File: src/rtl/rcs_pkg.sv
package rcs_pkg;
  localparam int unsigned RC_W = 32;
  localparam int unsigned RC_N = 4;
  localparam int unsigned RING_BITS = RC_W * RC_N;

  function automatic logic [RC_W-1:0] rc_base(input int unsigned idx);
    case (idx)
      0:       return 32'hC3EF_E9DB;
      1:       return 32'h4462_6B02;
      2:       return 32'h79E2_7C8A;
      3:       return 32'h78DF_30EC;
      default: return '0;
    endcase
  endfunction

  function automatic logic [RC_W-1:0] rc_rol(input logic [RC_W-1:0] x,
                                             input int unsigned n);
    logic [2*RC_W-1:0] wide;
    wide = {x, x} << (n % RC_W);
    return wide[2*RC_W-1:RC_W];
  endfunction

  function automatic int unsigned rc_pop(input logic [RING_BITS-1:0] v);
    int unsigned cnt;
    cnt = 0;
    for (int unsigned b = 0; b < RING_BITS; b++) cnt += v[b];
    return cnt;
  endfunction
endpackage

File: src/rtl/rcs_ring.sv
module rcs_ring
  import rcs_pkg::*;
#(
  parameter bit SERIAL = 1'b0
) (
  input  logic            clk,
  input  logic            rst_n,
  input  logic            load_i,
  input  logic            hop_i,
  input  logic            spin_i,
  output logic [RC_W-1:0] head_o
);
  localparam int unsigned NSLOT   = RC_N;
  localparam int unsigned RET_ROT = SERIAL ? RC_W - 2 : 1;
  localparam int unsigned WEIGHT  =
    rc_pop({rc_base(3), rc_base(2), rc_base(1), rc_base(0)});

  logic [NSLOT-1:0][RC_W-1:0] slot_q, slot_d;
  logic                        spin_ok;

  assign spin_ok = SERIAL && spin_i;

  always_comb begin
    for (int unsigned k = 0; k < NSLOT; k++) begin
      slot_d[k] = slot_q[k];
      if (load_i) begin
        slot_d[k] = rc_base(k);
      end else if (hop_i) begin
        if (k == NSLOT - 1) slot_d[k] = rc_rol(slot_q[0], RET_ROT);
        else                slot_d[k] = rc_rol(slot_q[k+1], 1);
      end else if (spin_ok && k == 0) begin
        slot_d[k] = rc_rol(slot_q[0], 1);
      end
    end
  end

  always_ff @(posedge clk or negedge rst_n) begin
    if (!rst_n) begin
      for (int unsigned k = 0; k < NSLOT; k++) slot_q[k] <= rc_base(k);
    end else begin
      slot_q <= slot_d;
    end
  end

  assign head_o = slot_q[0];

  // rotations keep the total bit weight of the ring
  ring_weight_chk: assert property (@(posedge clk) disable iff (!rst_n)
    rc_pop(slot_q) == WEIGHT);


  ring_hold_chk: assert property (@(posedge clk) disable iff (!rst_n)
    (!load_i && !hop_i && !spin_ok) |=> $stable(slot_q));


  ring_load_chk: assert property (@(posedge clk) disable iff (!rst_n)
    load_i |=> head_o == rc_base(0));

  if (SERIAL) begin : g_serial_chk
    logic [1:0] spins_q;
    always_ff @(posedge clk or negedge rst_n) begin
      if (!rst_n)                 spins_q <= '0;
      else if (load_i || hop_i)   spins_q <= '0;
      else if (spin_i)            spins_q <= spins_q + 2'd1;
    end


    spin_rot_chk: assert property (@(posedge clk) disable iff (!rst_n)
      (spin_i && !load_i && !hop_i) |=> head_o == rc_rol($past(head_o), 1));


    spin_limit_chk: assert property (@(posedge clk) disable iff (!rst_n)
      (spin_i && !load_i) |-> spins_q != 2'd3);


    spin_count_chk: assert property (@(posedge clk) disable iff (!rst_n)
      (hop_i && !load_i) |-> spins_q == 2'd3);
  end

  // controller contract
  ctl_excl_chk: assert property (@(posedge clk) disable iff (!rst_n)
    !(hop_i && spin_i));
endmodule

File: src/rtl/rcs_taps.sv
module rcs_taps
  import rcs_pkg::*;
#(
  parameter bit SERIAL = 1'b0
) (
  input  logic [RC_W-1:0]           head_i,
  output logic [RC_N-1:0][RC_W-1:0] tap_o
);
  for (genvar k = 0; k < RC_N; k++) begin : g_tap
    if (k == 0) begin : g_head
      assign tap_o[k] = head_i;
    end else if (SERIAL) begin : g_off
      assign tap_o[k] = '0;
    end else begin : g_wire
      assign tap_o[k] = rc_rol(head_i, k);
    end
  end
endmodule

File: src/rtl/rcs_sequencer.sv
module rcs_sequencer
  import rcs_pkg::*;
#(
  parameter bit SERIAL_MODE = 1'b0
) (
  input  logic            clk,
  input  logic            rst_n,
  input  logic            start,
  input  logic            round_advance,
  input  logic            step,
  output logic [RC_W-1:0] rc0_o,
  output logic [RC_W-1:0] rc1_o,
  output logic [RC_W-1:0] rc2_o,
  output logic [RC_W-1:0] rc3_o
);
  logic [RC_W-1:0]           head;
  logic [RC_N-1:0][RC_W-1:0] taps;

  rcs_ring #(.SERIAL(SERIAL_MODE)) u_ring (
    .clk    (clk),
    .rst_n  (rst_n),
    .load_i (start),
    .hop_i  (round_advance),
    .spin_i (step),
    .head_o (head)
  );

  rcs_taps #(.SERIAL(SERIAL_MODE)) u_taps (
    .head_i (head),
    .tap_o  (taps)
  );

  assign rc0_o = taps[0];
  assign rc1_o = taps[1];
  assign rc2_o = taps[2];
  assign rc3_o = taps[3];

  // outputs only move when the ring is told to move
  out_hold_chk: assert property (@(posedge clk) disable iff (!rst_n)
    (!start && !round_advance && !(SERIAL_MODE && step))
      |=> $stable({rc3_o, rc2_o, rc1_o, rc0_o}));
endmodule

File: config.mk
export PLATFORM = sky130hd
export DESIGN_NAME = rcs_sequencer
export DESIGN_NICKNAME = d
export VERILOG_FILES = /design/src/rtl/rcs_pkg.sv /design/src/rtl/rcs_ring.sv /design/src/rtl/rcs_taps.sv /design/src/rtl/rcs_sequencer.sv
export SDC_FILE = /design/constraint.sdc
export NUM_CORES = 1
export LEC_CHECK = 0
export BUFFER_PORTS_ARGS = -buffer_cell sky130_fd_sc_hd__buf_2
export CORE_MARGIN = 8
export CORE_UTILIZATION = 60
export DETAILED_ROUTE_END_ITERATION = 10
export PLACE_DENSITY = 0.93
export SETUP_SLACK_MARGIN = 0.5
export SYNTH_ARGS = -nofsm -noshare
export SYNTH_HDL_FRONTEND = slang
export SYNTH_HIERARCHICAL = 1
export SYNTH_SLANG_ARGS = --single-unit
File: constraint.sdc
create_clock -name clk -period 1.42 [get_ports clk]
set_input_delay 0.071 -clock clk [delete_from_list [all_inputs] [get_ports clk]]
set_output_delay 0.071 -clock clk [all_outputs]
set_load 0.01 [all_outputs]
==> results of run 1 <==
[through the flow]
step / total power [uW] / cell area [um^2] / setup slack, ns
after floorplan: 5300 / 6630 / 0.596
after global placement: 5300 / 6250 / 0.381
after detailed placement: 5350 / 6250 / 0.335
after CTS: 10000 / 7340 / 0.0684
after global routing: 10600 / 7800 / 0.0131
final: 10200 / 7800 / 0.0446
[final cells by class]
class,instances,area share (%)
Tap cell,140,2.24
Sequential cell,128,42.2
Clock inverter,5,1.31
Clock buffer,26,6.38
Timing Repair Buffer,195,22.7
Multi-Input combinational cell,256,25.1
[sequential cells by signal, indices dropped and copies added (netlist names)]
| name | cells |
|---|---|
| u_ring/slot_q | 96 |
| u_ring/head_o | 32 |
[timing repair]
item	CTS	global route
cloned	0	0
buffers inserted	30	7
gates resized for setup	38	77
endpoints found under the hold margin	120	9
pin swaps	3	14
setup endpoints to repair	131	176
hold buffers	5	5
[layer usage]
layer	track usage, %	vias to the layer above	routed length, um
met4	8.33	0	465
met1	21.6	2039	5980
met5	0	-	0
li1	-	1806	-
met2	27.2	159	7480
met3	5.44	36	879
[report_power, final]
group          switching [uW]  internal, uW
clock                    1590          2900
combinational             714           797
sequential                228          4000
[cell families after synthesis]
group	after synthesis
multiplexers	60
buffers and inverters	195
AO/OA/AOI/OAI	68
AND/OR/NAND/NOR	128
flip-flops	128
[synthesized netlist by cell type]
| master | instances | area share [%] |
|---|---|---|
| buf_4 | 160 | 18 |
| a211o_1 | 68 | 9.0 |
| dfstp_2 | 68 | 27 |
| nor2b_1 | 68 | 6.4 |
| dfrtp_1 | 60 | 23 |
| mux2i_1 | 60 | 9.1 |
| nor2_1 | 60 | 3.4 |
| clkbuf_1 | 19 | 1.1 |
| buf_6 | 8 | 1.4 |
| buf_12 | 5 | 1.5 |
| buf_8 | 2 | 0.45 |
| buf_2 | 1 | 0.075 |
[final timing paths]
path / end / slack, ns
worst max-delay path: rc3_o[26] / 0.04
worst min-delay path: u_ring/head_o[20] / 0.03
worst max register to register: u_ring/head_o[8] / 0.27
worst min register to register: u_ring/head_o[7] / 0.50
max in group asynchronous: u_ring/head_o[24] / 0.74
min in group asynchronous: u_ring/slot_q[34] / 0.05
==> impl_metrics.json, run 1 <==
{
  "cts_buffer_depth": 2,
  "synthMuxAreaShare_pct": 9.05,
  "viasPerCell": 5.39,
  "syn_area_per_cell_um2": 11.5,
  "vdd_drop_max_uv": 841,
  "fin_crit_sh_pct": 96.9,
  "drc_errors": 0,
  "grt_max_degree": 48,
  "drive_gt1_share_pct": 50.3,
  "grt_use_total_pct": 17.4,
  "critPathLaunch": "u_ring/head_o[23]",
  "final_cell_count_no_fill": 750,
  "htreeDepth": 4,
  "clk_pin_slew_ns": 0.06,
  "holdWs_ns": 0.0266,
  "cp_max_fo": 5,
  "core_area_um2": 10800,
  "ant_nets": 0,
  "dp.cells": 672,
  "ys_warn_count": 6,
  "layout_commonest_cell": "buf_6",
  "grt_setup_unrepaired": "yes",
  "path_cells": "buf_2",
  "cts_tree": "done",
  "critPathBufInv": 1,
  "clock.fmax_mhz": 727,
  "crit_arrival_ns": 1.30,
  "slowest_delay_ns": 0.59,
  "synth_cell_types": 12,
  "fin_tns_setup_ns": 0,
  "dp_hpwl_um": 7360,
  "cp.depth": 1,
  "crit_family": "flip-flops",
  "fin_crit_ns": 1.38,
  "fp.dieH_um": 121,
  "clockRootBuffer": "clkbuf_8",
  "synthXorXnorAreaFrac_pct": 0,
  "dr.pass1.iters": 4,
  "grt_pass1_vias": 3966,
  "required_ns": 1.35,
  "cts.sinks": 128,
  "start_util_pct": 61.5,
  "num_rows": 38,
  "area_delta_synth_final_pct": 17.7,
  "fp.dieW_um": 121,
  "vias": 4040,
  "drt-total-wl_um": 14800,
  "finalNetCount": 603,
  "finalHoldViolations": 0,
  "ys_ff_latch": 128,
  "utilization_pct": 72.3,
  "synthesis.nets": 584,
  "synth-adder-area-share_pct": 0,
  "setup_viol": 0,
  "netlist_area_um2": 6630,
  "insertion_delay_ns": 0.54,
  "hold_path.class": "in2reg",
  "crit_path_top_delay_cell": "dfstp_2",
  "initialDrtViolationCount": 250,
  "register_area_um2": 3290,
  "min_from": "start",
  "cap_violations": 0,
  "port_buffers": 131,
  "wire_per_inst_um": 19.7,
  "num_antenna_cells": 0,
  "slew_headroom_pct": 65.3,
  "critical_path_class": "reg2out",
  "synth-simple-area-share_pct": 9.81,
  "tightest_slew_ns": 0.519,
  "grt_antenna_before_repair": 0,
  "whs_path_depth": 3,
  "fillers": 631,
  "synth_top_family_by_area": "buffers and inverters",
  "ys_seq_area_share_pct": 49.6,
  "cts_buffers": 17,
  "r2r-start": "u_ring/head_o[8]",
  "final_cell_mix": "buf_6, a211o_1, dfstp_2, buf_2, nor2_1",
  "reg2regPathDepth": 4,
  "cp-end-kind": "output port",
  "critical_path.startpoint_type": "flip-flop",
  "grt-ovfl-total": 0,
  "status": "finished clean",
  "grt_pass1_wl_um": 20000,
  "power.leakage_uw": 0.00380,
  "power.density_nw_per_um2": 1310,
  "multiInputGateArea_um2": 1960,
  "syn_inst": 579,
  "dieArea_um2": 14700,
  "synth_compound_area_share_pct": 8.98,
  "pin_count": 133,
  "finalMaxSlewViolations": 0,
  "fin_skew_ns": 0.00633,
  "place_congestion": 0.710
}
Note: power is estimated with default switching activity, not from simulation.
==> run 2: changes to the inputs <==
--- a/config.mk
+++ b/config.mk
@@ -6,7 +6,7 @@
 export NUM_CORES = 1
 export LEC_CHECK = 0
 export BUFFER_PORTS_ARGS = -buffer_cell sky130_fd_sc_hd__buf_2
-export CORE_MARGIN = 8
+export CORE_MARGIN = 2
 export CORE_UTILIZATION = 60
 export DETAILED_ROUTE_END_ITERATION = 10
 export PLACE_DENSITY = 0.93
==> impl_metrics.json, run 2 (synthesized netlist as in run 1, its figures left out) <==
{
  "status": "finished, violations left",
  "violations": "negative hold slack",
  "fin_skew_ns": 0.0121,
  "share_clk_of_total_power_pct": 46.6,
  "required_ns": 1.35,
  "layout_commonest_cell": "buf_6",
  "power.density_nw_per_um2": 1360,
  "area_delta_synth_final_pct": 20.9,
  "grt_antenna_before_repair": 0,
  "grt_setup_unrepaired": "yes",
  "seqPwrFrac_pct": 39.1,
  "clock.fmax_mhz": 729,
  "wire_per_inst_um": 20.5,
  "cts_tree": "done",
  "holdWs_ns": -0.0348,
  "tightest_slew_ns": 0.576,
  "num_rows": 38,
  "p_switching_uw": 2620,
  "whs_path_depth": 3,
  "finalNetCount": 603,
  "vias": 4244,
  "fin_tns_setup_ns": 0,
  "insertion_delay_ns": 0.54,
  "cp.depth": 1,
  "grt_use_total_pct": 24.8,
  "power.internal_uw": 8270,
  "final_cell_mix": "buf_6, a211o_1, dfstp_2, nor2_1, mux2i_1",
  "cp-end-kind": "output port",
  "fp.dieH_um": 109,
  "num_antenna_cells": 0,
  "fp.dieW_um": 109,
  "cts_buffer_depth": 2,
  "finalMaxSlewViolations": 0,
  "clockRootBuffer": "clkbuf_8",
  "start_util_pct": 61.5,
  "vdd_drop_max_uv": 826,
  "dr.pass1.iters": 5,
  "r2r_end": "u_ring/head_o[23]",
  "pwr-share-comb_pct": 14.4,
  "core_area_um2": 10800,
  "finalHoldViolations": 1,
  "top_register": "u_ring/slot_q",
  "crit_family": "flip-flops",
  "cts.sinks": 128,
  "port_buffers": 131,
  "cts_buffers": 17,
  "dieArea_um2": 11900,
  "crit_path_top_delay_cell": "dfstp_2",
  "drt-total-wl_um": 15400,
  "grt-ovfl-total": 0,
  "utilization_pct": 74.3,
  "htreeDepth": 4,
  "hold_path.class": "in2reg",
  "cap_violations": 0,
  "cp_max_fo": 5,
  "setup_viol": 0,
  "fin_crit_sh_pct": 96.6,
  "clk_pin_slew_ns": 0.06,
  "grt_pass1_vias": 3959,
  "drive_gt1_share_pct": 51.9,
  "r2r-start": "u_ring/head_o[23]",
  "viasPerCell": 5.65,
  "ant_nets": 0,
  "wl_met2_um": 7610,
  "drc_errors": 0,
  "initialDrtViolationCount": 375,
  "power.leakage_uw": 0.00388,
  "slowest_delay_ns": 0.63,
  "place_congestion": 0.715,
  "grt_max_degree": 49,
  "critical_path_class": "reg2out",
  "path_cells": "buf_6",
  "largest_register_ff_count": 96,
  "met3WireLength_um": 963,
  "fin_crit_ns": 1.37,
  "grt_pass1_wl_um": 21700,
  "reg2regPathDepth": 3,
  "min_from": "round_advance",
  "top_layer": "met4",
  "swShare_pct": 24.1,
  "dp_hpwl_um": 6430,
  "critPathBufInv": 1,
  "hold_end": "u_ring/slot_q[65]",
  "fillers": 561,
  "rrSetupSlack_ns": 0.28,
  "critical_path.startpoint_type": "flip-flop",
  "wl_met1_um": 6360,
  "slew_headroom_pct": 61.6,
  "crit_arrival_ns": 1.30,
  "pin_count": 133
}
[run 2: cell count changes in the layout (fill, tap and decap cells not counted), sizes merged]
cell	before	now
buf	185	181
dlymetal6s4s	2	3
dlygate4sd3	8	11
bufinv	3	6
clkinvlp	1	2
clkbuf	26	23
[run 2: stage by stage]
stage / cell area [um^2] / worst slack [ns] / std cells / power, uW
floorplan: 6630 / 0.596 / 579 / 5300
global placement: 6190 / 0.385 / 670 / 5260
detailed placement: 6190 / 0.362 / 670 / 5310
CTS: 7630 / 0.0745 / 745 / 10600
global route: 8020 / 0.0179 / 751 / 11200
finish: 8020 / 0.0481 / 751 / 10900
[run 2: how the worst max path moves through the flow]
stage | start | end
after floorplan | round_advance | u_ring/slot_q[76]
after global routing | u_ring/head_o[31] | rc3_o[2]
after global placement | round_advance | u_ring/head_o[7]
final | u_ring/head_o[31] | rc3_o[2]
after detailed placement | start | u_ring/slot_q[127]
after CTS | u_ring/head_o[13] | rc3_o[16]
[run 2: final cells by class]
type	count	area (um^2)	share of cell area (%)
Clock buffer	23	487	6.07
Sequential cell	128	3300	41.1
Multi-Input combinational cell	256	2020	25.2
Clock inverter	9	200	2.50
Timing Repair Buffer	195	1840	22.9
Tap cell	140	175	2.18
[run 2: tightest hold or removal path, cell delays in order]
cell and delay [ns]:
buf_6 0.16, nor2b_1 0.12, a211o_1 0.11
[run 2: repair_timing]
item,in CTS,in global routing
setup buffers,29,6
setup endpoints to repair,133,197
hold buffers,14,0
gates resized for setup,68,82
hold endpoints to repair,88,0
pin swaps,1,18
[run 2: per-layer routing]
metal | vias up | GRT usage, %
met5 | - | 0
met4 | 0 | 11.4
met3 | 42 | 6.75
met2 | 228 | 38.8
met1 | 2169 | 32.2
li1 | 1805 | -
[run 2: power groups by stage]
stage                     Combinational [uW]  Clock [uW]  Sequential (uW)
final                                   1570        5070             4250
after global routing                    1670        5290             4280
after CTS                               1370        5020             4200
after detailed placement                1070           0             4240
after global placement                  1040           0             4220
after floorplan                         1160           0             4140
